<file path="src/rtl/dss_pkg.sv">
package dss_pkg;
  // Synchronised pin bundle; field order fixes the bit layout of the sync vector
  typedef struct packed {
    logic sel_n;
    logic sck;
    logic din;
  } spi_pins_t;

  localparam int PIN_COUNT = $bits(spi_pins_t);
  // Idle levels: select high, clock low, data low (pull-down)
  localparam spi_pins_t PINS_IDLE = '{sel_n: 1'b1, sck: 1'b0, din: 1'b0};
endpackage

</file>
<file path="src/rtl/dss_sync.sv">
module dss_sync #(
  parameter int          W       = 3,
  parameter int          STAGES  = 2,
  parameter logic [W-1:0] RST_VAL = '0
) (
  input  logic         clk,
  input  logic         rst,
  input  logic [W-1:0] d,
  output logic [W-1:0] q
);
  logic [STAGES-1:0][W-1:0] chain;

  always_ff @(posedge clk) begin
    if (rst) begin
      chain <= {STAGES{RST_VAL}};
    end else begin
      chain[0] <= d;
      for (int s = 1; s < STAGES; s++) chain[s] <= chain[s-1];
    end
  end

  assign q = chain[STAGES-1];
endmodule

</file>
<file path="src/rtl/dss_edge.sv">
module dss_edge (
  input  logic clk,
  input  logic rst,
  input  logic sel_n_s,
  input  logic sck_s,
  output logic sel_fall,
  output logic sck_rise
);
  logic sel_prev, sck_prev;

  always_ff @(posedge clk) begin
    if (rst) begin
      sel_prev <= 1'b1;
      sck_prev <= 1'b0;
    end else begin
      sel_prev <= sel_n_s;
      sck_prev <= sck_s;
    end
  end

  assign sel_fall = sel_prev & ~sel_n_s;
  // Only clock edges seen while selected count
  assign sck_rise = ~sck_prev & sck_s & ~sel_n_s;
endmodule

</file>
<file path="src/rtl/dss_shreg.sv">
module dss_shreg #(
  parameter int NBITS = 8
) (
  input  logic             clk,
  input  logic             rst,
  input  logic             load,
  input  logic             shift,
  input  logic [NBITS-1:0] par,
  input  logic             ser_in,
  output logic [NBITS-1:0] q
);
  always_ff @(posedge clk) begin
    if (rst)        q <= '0;
    else if (load)  q <= par;
    else if (shift) q <= {q[NBITS-2:0], ser_in};
  end
endmodule

</file>
<file path="src/rtl/discrete_spi_shifter.sv">
module discrete_spi_shifter #(
  parameter int NBITS       = 8,
  parameter int SYNC_STAGES = 2
) (
  input  logic             clk,
  input  logic             rst,
  input  logic [NBITS-1:0] par_in,
  input  logic             spi_sel_n,
  input  logic             spi_clk,
  input  logic             spi_din,
  output logic             spi_dout,
  output logic             spi_dout_en
);
  import dss_pkg::*;

  spi_pins_t pins_raw, pins_s;
  logic sel_fall, sck_rise_raw, do_shift;
  logic [NBITS-1:0] sreg_q;
  logic oe_q;

  assign pins_raw = '{sel_n: spi_sel_n, sck: spi_clk, din: spi_din};

  dss_sync #(.W(PIN_COUNT), .STAGES(SYNC_STAGES), .RST_VAL(PINS_IDLE)) u_sync (
    .clk (clk),
    .rst (rst),
    .d   (pins_raw),
    .q   (pins_s)
  );

  dss_edge u_edge (
    .clk      (clk),
    .rst      (rst),
    .sel_n_s  (pins_s.sel_n),
    .sck_s    (pins_s.sck),
    .sel_fall (sel_fall),
    .sck_rise (sck_rise_raw)
  );

  // Load wins over a coincident clock edge
  assign do_shift = sck_rise_raw & ~sel_fall;

  dss_shreg #(.NBITS(NBITS)) u_shreg (
    .clk    (clk),
    .rst    (rst),
    .load   (sel_fall),
    .shift  (do_shift),
    .par    (par_in),
    .ser_in (pins_s.din),
    .q      (sreg_q)
  );

  always_ff @(posedge clk) begin
    if (rst) oe_q <= 1'b0;
    else     oe_q <= ~pins_s.sel_n;
  end

  assign spi_dout    = sreg_q[NBITS-1];
  assign spi_dout_en = oe_q;
endmodule

</file>
<file path="config.mk">
export PLATFORM = sky130hd
export DESIGN_NAME = discrete_spi_shifter
export DESIGN_NICKNAME = d
export VERILOG_FILES = /design/src/rtl/dss_pkg.sv /design/src/rtl/dss_sync.sv /design/src/rtl/dss_edge.sv /design/src/rtl/dss_shreg.sv /design/src/rtl/discrete_spi_shifter.sv
export SDC_FILE = /design/constraint.sdc
export NUM_CORES = 1
export LEC_CHECK = 0
export BUFFER_PORTS_ARGS = -buffer_cell sky130_fd_sc_hd__buf_2
export CORE_ASPECT_RATIO = 1.1
export CORE_MARGIN = 2
export CORE_UTILIZATION = 39
export DETAILED_ROUTE_END_ITERATION = 8
export GPL_TIMING_DRIVEN = 0
export MAX_ROUTING_LAYER = met4
export PLACE_DENSITY = 0.63
export SLEW_MARGIN = 20
export SYNTH_ARGS = -nofsm -noshare
export SYNTH_HDL_FRONTEND = slang
export SYNTH_HIERARCHICAL = 1
export SYNTH_SLANG_ARGS = --single-unit
</file>
<file path="constraint.sdc">
create_clock -name clk -period 2.93 [get_ports clk]
set_input_delay 0.1465 -clock clk [delete_from_list [all_inputs] [get_ports clk]]
set_output_delay 0.1465 -clock clk [all_outputs]
set_load 0.01 [all_outputs]
</file>
==> results.md, run 1 <==
* Dpl cells at 90
* Syn avg cell area at approximately 11 um^2
* Remaining antenna violation count after routing at 0
* Finish-stage setup viols at 0
* Antenna diode count at 0
* Power Density at ~520 mW/mm^2
* Pint at slightly above 0.3 mW
* First-pass GRT wire length at between 1.5 and 2 mm
* Root Driver: clkbuf_4
* Outcome: finished clean
* Mux contribution to synthesized area at 0.123
* VDD IR max at between 300 and 400 uV
* Post-CTS Setup Inserts at 0
* Reg2reg setup slack at 1260 ps
* Sw Ratio at 0.223
* Clock power share at 0.304
* Synth Area in Adders at 0
* Initial antenna violation count at 0
* Non-filler cells in the finished layout at between 90 and 100
* F_max at 600 MHz
* Post-synth top area share at 0.521
* Max-slew violations at 0
* Worst path max stage delay at 530 ps
* YS warnings at 6
* Largest family of logic cells by synthesized area: simple AND/OR/NAND/NOR gates
* Synth Instances at 59
* Drt total wl at 1.06 mm
* Critical path's top delay family: simple AND/OR/NAND/NOR gates
* Largest net degree at the start of global routing at 11
* Sequential cell area at ~340 um^2
* Synthesized flop and latch total at 17
* Layout cells sized above 1 at 0.312
* Std cell rows at 15
* Synth Area in Simple Gates at 0.201
* DRC errors left at 0
* Clk Latency, worst-skew pair at ~290 ps
* Initial Util at 0.414
* Die Width at about 43 um
* Gpl congestion at between 0.6 and 0.7
* CP Buf/Inv Count at 2
* Die ar. at approximately 0.0020 mm^2
* Top-Level Pins at 15
* Critical path fanouts, max at 10
* CTS Buffer Depth at 2
* Area Growth Syn to Fin at 18.2%
* CTS Buf Count at 3
* Worst-path cell chain: buf_4 > nor2b_1 > nor2b_4 > buf_6 > mux2i_1 > a211oi_1
* Sw Pwr at about 0.089 mW
* Sequential power share at 0.614
* Pleak at 0.298 nW
* Min Tclk post-route at 1670 ps
* Htree depth at 1
* WS Path Type: reg -> reg
* Post-synthesis sequential area ratio at 0.521
* Setup TNS at 0 ps
* CTS Hold Bufs at 0
* Mapped Nets at between 70 and 80
* DR iter-0 viols at 4
* Post-CTS Resized at 0
* Fin nets at 91
* Mapped cell area at ~650 um^2
* Slew margin rel. at 0.547
* Layout Skew at 5.30 ps
* WP data required at 3130 ps
* Crit. End Element: flip-flop
* Post-synth cell types at 12
* Routed WL per cell at ~11 um
* Max-Cap Viols at 0
* DRT Pass-1 Iters at 3
* Ranking of synthesized cells by area: dfxtp_1, nor2b_1, mux2i_1, a211oi_1, buf_4
* Via density at 4.79
* Tcrit/Tclk final at 0.569
* Clock slew seen by the registers of the worst setup and hold paths at roughly 100 ps
* Area of the multi-input gates at ~270 um^2
* Vias at 450
* Clock Sink Count at 17
* Arrival @ worst endpoint at 1870 ps
* RSZ-0062 raised after global routing: no
* Compound-Gate Fraction of Synth Area at 0.0920
* Worst-Margin Slew at 678 ps
* Crit path max-delay cell type: nor2b_1
* Gr ovfl total at 0
* Core box area at 0.00158 mm^2
* CP Launch Type: flip-flop
* Fillers at between 150 and 200
* CTS tree: done
* IO buf count at 14
* Die Y at approximately 47 um
* Xor/xnor share of the synthesized area at 0
* Vias in the first global route at roughly 450
* Worst Hold Class: in -> reg
* Area leader, netlist: dfxtp_1
* Fin. Hold Viols at 0
* Combinational power share at 0.082
* GRT Util Overall at 0.138
==> worst register-to-register path, cell delays in order, from the launching register on <==
cell      delay (ps)
dfxtp_1          310
buf_4            130
nor2b_1          530
nor2b_4           70
buf_6            170
mux2i_1          120
a211oi_1         250
==> power by group through the flow <==
stage	logic, mW	registers, mW	clock network [mW]
6_report	0.0330	0.246	0.122
5_1_grt	0.0375	0.247	0.136
4_1_cts	0.0337	0.246	0.126
3_5_place_dp	0.0332	0.251	0
3_3_place_gp	0.0322	0.251	0
2_1_floorplan	0.0193	0.251	0
==> kinds of logic after synthesis <==
logic type,after synthesis
flops,17
buf+inv,6
simple gates,20
compound gates,8
mux,8
==> per-stage QoR <==
| step | hold slack, ps | setup WS (ps) | power [mW] | cell area (um^2) | util |
|---|---|---|---|---|---|
| final | 42.3 | 1260 | 0.400 | 772 | 0.490 |
| after detailed placement | 337 | 1230 | 0.284 | 744 | 0.472 |
| after floorplan | 218 | 1520 | 0.270 | 653 | - |
| after global placement | 326 | 1270 | 0.283 | 744 | 0.472 |
| after CTS | 30.1 | 1200 | 0.406 | 772 | 0.490 |
| after global routing | 26.1 | 1060 | 0.421 | 772 | 0.490 |
==> metal layers <==
layer	vias up	GRT usage	routed length, um
met2	12	0.212	494
met1	201	0.161	485
met4	0	0.0545	12
li1	235	-	-
met3	2	0.0577	64
met5	-	-	0
==> Yosys cell counts <==
cell and n:
buf_6 1, or2_1 3, mux2i_1 8, nor2_1 1, buf_1 1, inv_2 1, buf_4 3, nor2b_1 14
a211oi_1 8, nor3b_1 1, dfxtp_1 17, nor2b_4 1
==> cell usage in the layout, fill, tap and decap left out, drive strengths merged <==
master  Yosys  final
a211oi      8      8
buf         5     19
clkbuf      0      3
clkinv      0      1
dfxtp      17     17
inv         1      1
mux2i       8      8
nor2        1      1
nor2b      15     15
nor3b       1      1
or2         3      3
==> worst paths after layout <==
| path | cells after the start | to | start |
|---|---|---|---|
| max reg2reg | 6 | u_shreg/q[0] | u_sync/q[2] |
| min reg2reg | 1 | u_sync/q[2] | u_sync/chain[2] |
| min | 2 | u_sync/chain[2] | spi_sel_n |
| max | 6 | u_shreg/q[0] | u_sync/q[2] |
==> sequential cells by signal, summed over array words and instances, names as in the netlist <==
| name | count |
|---|---|
| u_shreg/q | 8 |
| spi_dout_en | 1 |
| u_edge/sck_prev | 1 |
| u_edge/sel_prev | 1 |
| u_sync/q | 3 |
| u_sync/chain | 3 |
==> cell type report <==
cell class              count  share of cell area
plain buffers               5              0.0486
clock buffers               3              0.0292
clock inverters             1             0.00648
inverters                   1             0.00486
multi-input cells          36               0.352
flip-flops and latches     17               0.441
well taps                  17              0.0276
repair buffers             14              0.0908
No activity file was read; power rests on OpenSTA's default activity.
==> run 2: changes to the inputs <==
Clock period 2.93 ns to 1.7 ns, I/O delays scaled along.
==> results.md, run 2 (synthesis results as in run 1) <==
* CTS Buf Count at 3
* Die Y at 46.9 um
* VDD IR max at roughly 650 uV
* Die ar. at 0.00202 mm^2
* Die Width at between 40 and 50 um
* Post-CTS Setup Inserts at 0
* Reg-to-reg endpoint: u_shreg/q[0]
* Sw Pwr at 0.157 mW
* Worst setup path end: u_shreg/q[0]
* Worst Hold Class: in -> reg
* IO buf count at 14
* Combinational power share at 0.090
* CTS tree: done
* Antenna diode count at 0
* Drt total wl at 1.11 mm
* Finish-stage setup viols at 0
* Setup TNS at 0 ps
* Worst r2r src: u_sync/q[2]
* DR iter-0 viols at 5
* Setup WS post-layout at approximately 230 ps
* Fin. Hold Viols at 0
* WP data required at 1900 ps
* Gpl congestion at 0.685
* CP Buf/Inv Count at 2
* Max reg flops at 8
* Tcrit/Tclk final at 0.867
* Layout cells sized above 1 at 0.313
* Largest registers: u_shreg/q: 8 flops, u_sync/chain: 3 flops, u_sync/q: 3 flops
* Layout Skew at about 6.6 ps
* Clock Sink Count at 17
* R2R cell count at 6
* DRT Pass-1 Iters at 2
* Crit path max-delay cell type: nor2b_2
* Critical path's top delay family: simple AND/OR/NAND/NOR gates
* Fin nets at 94
* Top-Level Pins at 15
* Worst-path cell chain: buf_4 > nor2b_2 > nor2b_4 > buf_6 > mux2i_1 > a211oi_1
* Worst-Margin Slew at between 400 and 500 ps
* GRT Util Overall at 0.142
* DRC errors left at 0
* Worst Setup SP: u_sync/q[2]
* Crit. End Element: flip-flop
* Critical path fanouts, max at 10
* Min Tclk post-route at between 1000 and 1500 ps
* CTS Buffer Depth at 2
* Root Driver: clkbuf_4
* Outcome: finished clean
* Most frequent cells in the layout: dfxtp_1, buf_2, nor2b_1, mux2i_1, a211oi_1
* Std cell rows at 15
* Max-Cap Viols at 0
* Sequential power share at 0.607
* WS Path Type: reg -> reg
* Vias at 469
* Worst path max stage delay at ~350 ps
* Commonest non-fill, non-tap cell in the layout: dfxtp_1
* Largest net degree at the start of global routing at 11
* Slew margin rel. at 0.727
* F_max at around 680 MHz
* Via density at approximately 4.8
* Clock slew seen by the registers of the worst setup and hold paths at 100 ps
* CP Launch Type: flip-flop
* Routed WL per cell at roughly 11 um
* Register name with the most flops: u_shreg/q
* Area Growth Syn to Fin at 23.2%
* Pre-CTS setup slack at 0.678 ps
* Sw Ratio at 0.225
* WP depth at 6
* Initial antenna violation count at 0
* Clk Latency, worst-skew pair at between 200 and 300 ps
* Vias in the first global route at approximately 470
* Pleak at 0.312 nW
* Core box area at approximately 0.0016 mm^2
* Max-slew violations at 0
* Htree depth at 1
* Arrival @ worst endpoint at approximately 1700 ps
* Remaining antenna violation count after routing at 0
* Placed cell areas at ~740 um^2
* Tot Pwr at about 0.7 mW
* Initial Util at 0.414
* Design area at 805 um^2
* First-pass GRT wire length at about 2 mm
* Power Density at 867 mW/mm^2
* Gr ovfl total at 0
* Reg2reg setup slack at 230 ps
* RSZ-0062 raised after global routing: no
* Pint at 0.540 mW
* Clock power share at 0.303
run 2: changes by cell type in the layout (fill, tap and decap cells not counted), sizes merged:
cell	before	now
dlygate4sd3	0	3
run 2: cell type report:
| type | count | area [um^2] |
|---|---|---|
| repair buffers | 17 | 100 |
| flip-flops and latches | 17 | 340 |
| inverters | 1 | 3.75 |
| clock buffers | 3 | 22.5 |
| well taps | 17 | 21.3 |
| multi-input cells | 36 | 274 |
| plain buffers | 5 | 37.5 |
| clock inverters | 1 | 5.00 |
| fillers | 156 | 772 |
run 2: timing repair:
action,in CTS,in global routing
hold buffers,2,1
hold endpoints to repair,2,1
setup endpoints to repair,1,0
gates resized for setup,1,0
run 2: worst reg2reg max path: stages (launching register included):
cell,delay (ps)
dfxtp_1,310
buf_4,140
nor2b_2,350
nor2b_4,70
buf_6,150
mux2i_1,120
a211oi_1,250
run 2: how the worst min path moves through the flow:
| stage | startpoint | endpoint | slack [ps] | cells after the start |
|---|---|---|---|---|
| 4_1_cts | spi_clk | u_sync/chain[1] | 0.6 | 2 |
| 2_1_floorplan | rst | u_edge/sck_prev | 160 | 1 |
| 3_5_place_dp | spi_sel_n | u_sync/chain[2] | 280 | 2 |
| 3_3_place_gp | spi_sel_n | u_sync/chain[2] | 260 | 2 |
| 5_1_grt | par_in[3] | u_shreg/q[3] | 80 | 3 |
| 6_report | rst | u_sync/q[1] | 70 | 2 |
run 2: stage by stage:
stage,hold slack [ps],instances,utilization
after global routing,76.4,97,0.510
after floorplan,157,59,-
after detailed placement,276,90,0.472
final,67.5,97,0.510
after CTS,0.648,96,0.504
after global placement,264,90,0.472
run 2: routing by layer:
| metal | part of all wire | wire [um] | vias up | track usage |
|---|---|---|---|---|
| li1 | - | - | 240 | - |
| met1 | 0.44 | 486 | 213 | 0.161 |
| met2 | 0.49 | 541 | 14 | 0.227 |
| met3 | 0.061 | 68 | 2 | 0.0577 |
| met4 | 0.011 | 12 | 0 | 0.0545 |
| met5 | 0 | 0 | - | - |
run 2: power groups by stage:
stage	Clock [mW]	Sequential, mW	Combinational [mW]
4_1_cts	0.218	0.424	0.0619
3_5_place_dp	0	0.433	0.0573
5_1_grt	0.235	0.426	0.0711
6_report	0.211	0.423	0.0628
3_3_place_gp	0	0.432	0.0555
2_1_floorplan	0	0.432	0.0332
==> run 3: changes to the inputs <==
Settings changed: ABC_AREA from default to 1, PLACE_DENSITY 0.63 to 0.62.
==> results.md, run 3 <==
* Outcome: finished clean
* Area Growth Syn to Fin at 21.2%
* Layout cells sized above 1 at 0.225
* Crit. End Element: flip-flop
* Fin nets at around 130
* DR iter-0 viols at 2
* RSZ-0062 raised after global routing: no
* Setup TNS at 0 ps
* DRC errors left at 0
* Initial Util at 0.407
* Synth Area in Simple Gates at 0.337
* Die Width at approximately 45 um
* Compound-Gate Fraction of Synth Area at 0.0141
* Max-Cap Viols at 0
* Critical path fanouts, max at 9
* Mux contribution to synthesized area at 0
* CTS tree: done
* Mapped Nets at approximately 110
* Die Y at roughly 49 um
* Antenna diode count at 0
* Most used DFF post-synth: dfxtp_1
* Top-count cell post-synth: nand2_1
* Core box area at 0.00174 mm^2
* Root Driver: clkbuf_4
* Register name with the most flops: u_shreg/q
* Die ar. at about 0.0022 mm^2
* Post-synth EDFFs at 0
* Clk Latency, worst-skew pair at 280 ps
* WHS at roughly 93 ps
* Synth Instances at 99
* Largest family of logic cells by synthesized area: simple AND/OR/NAND/NOR gates
* Top-Level Pins at 15
* Sequential cell area at ~340 um^2
* Clock Sink Count at 17
* Hpwl dp at ~800 um
* Fin. Hold Viols at 0
* Worst-path cell chain: buf_4 > nor2_1 > nor2_2 > buf_4 > nor2_8 > nand2_1 > nand3_1 > nand2_1 > inv_1
* Design area at between 800 and 900 um^2
* VDD IR max at 440 uV
* Async SR Flop Fraction at 0
* Vias at 585
* Post-Route Utilization at 0.494
* Xor/xnor share of the synthesized area at 0
* Reg2reg setup slack at between 400 and 500 ps
* IO buf count at 14
* Worst Hold Class: in -> reg
* Commonest non-fill, non-tap cell in the layout: nand2_1
* Post-synthesis sequential area ratio at 0.480
* Max reg flops at 8
* GRT Util Overall at 0.132
* YS warnings at 6
* Post-CTS Resized at 0
* Remaining antenna violation count after routing at 0
* Post-synth cell types at 12
* Pleak at 0.492 nW
* Drt total wl at between 1 and 1.5 mm
* Largest net degree at the start of global routing at 12
* F_max at ~800 MHz
* Finish-stage setup viols at 0
* CP Launch Type: flip-flop
* Power Density at between 800 and 900 mW/mm^2
* Post-synth top area share at 0.480
* First-pass GRT wire length at around 2.1 mm
* Area leader, netlist: dfxtp_1
* CTS Buf Count at 3
* Largest registers: u_shreg/q: 8 flops, u_sync/chain: 3 flops, u_sync/q: 3 flops
* Gr ovfl total at 0
* Setup WS post-layout at 433 ps
* Fillers at 184
* Synth Area in Adders at 0
* Mapped cell area at just over 700 um^2
* Tcrit/Tclk final at 0.745
* Commonest cells post-synth: nand2_1, inv_1, dfxtp_1, nand3_1, nor2_1
* Min Tclk post-route at around 1300 ps
* DRT Pass-1 Iters at 3
* Max-slew violations at 0
* Worst path max stage delay at roughly 310 ps
* Area of the multi-input gates at about 250 um^2
* CTS Hold Bufs at 3
* WP data required at between 1500 and 2000 ps
* Synthesized flop and latch total at 17
* Clock slew seen by the registers of the worst setup and hold paths at roughly 100 ps
* Via density at ~4.2
* Routed WL per cell at approximately 8.4 um
* Post-CTS Setup Inserts at 0
* Slew margin rel. at 0.866
* Vias in the first global route at roughly 530
* Pre-CTS setup slack at roughly 440 ps
* Ranking of synthesized cells by area: dfxtp_1, nand2_1, inv_1, nand3_1, buf_4
* Std cell rows at 16
* Syn avg cell area at ~7.2 um^2
* Gpl congestion at about 0.75
* Htree depth at 1
* Initial antenna violation count at 0
* WS Path Type: reg -> reg
* Worst-Margin Slew at between 200 and 250 ps
* Crit path max-delay cell type: dfxtp_1
* Layout Skew at between 7 and 8 ps
* Placed cell areas at about 800 um^2
* Most frequent cells in the layout: nand2_1, inv_1, dfxtp_1, buf_2, nand3_1
* CTS Buffer Depth at 2
* Arrival @ worst endpoint at roughly 1500 ps
-- run 3: cell count changes after synthesis, sizes merged, moves of 9 or more --
cell   change
inv       +20
nand2     +31
nor2b     -15
nor2       +9
nand3     +12
-- run 3: critical path: cells and delay by family, from the launching register on --
family        cells  cell delay (ps)
simple gates      6              550
buf+inv           3              360
flops             1              310
-- run 3: cell type report --
| cell class | count | share of cell area |
|---|---|---|
| inverters | 21 | 0.0917 |
| repair buffers | 17 | 0.116 |
| clock inverters | 1 | 0.00582 |
| well taps | 18 | 0.0262 |
| clock buffers | 3 | 0.0262 |
| multi-input cells | 56 | 0.290 |
| flip-flops and latches | 17 | 0.396 |
| plain buffers | 5 | 0.0480 |
-- run 3: logic make-up (layout without fill, tap and decap cells) --
family,Yosys count,count (layout)
AND/OR/NAND/NOR,54,54
AO/OA/AOI/OAI,2,2
buffers and inverters,26,47
flip-flops,17,17
-- run 3: worst paths after layout --
path	startpoint	end	depth (start not counted)
max	u_sync/q[2]	u_shreg/q[2]	9
min	par_in[1]	u_shreg/q[1]	5
max reg2reg	u_sync/q[2]	u_shreg/q[2]	9
min reg2reg	u_sync/chain[0]	u_sync/q[0]	2
-- run 3: stage by stage --
step                      instances  power (mW)
final                           138       0.697
after global routing            138       0.743
after CTS                       138       0.713
after detailed placement        131       0.494
after global placement          131       0.492
after floorplan                  99       0.469
-- run 3: where the power goes --
part | total [mW] | internal (mW) | leakage (nW) | switching (mW)
registers | 0.419 | 0.414 | 0.139 | 0.00530
clock network | 0.207 | 0.0873 | 0.0177 | 0.120
logic | 0.0699 | 0.0348 | 0.335 | 0.0351
total | 0.697 | 0.536 | 0.492 | 0.161
-- run 3: per-layer routing --
layer	track usage	share of wire	wire [um]
met1	0.151	0.45	523
met2	0.210	0.50	581
met3	0.0224	0.035	41
met4	0.0758	0.012	14
met5	-	0	0
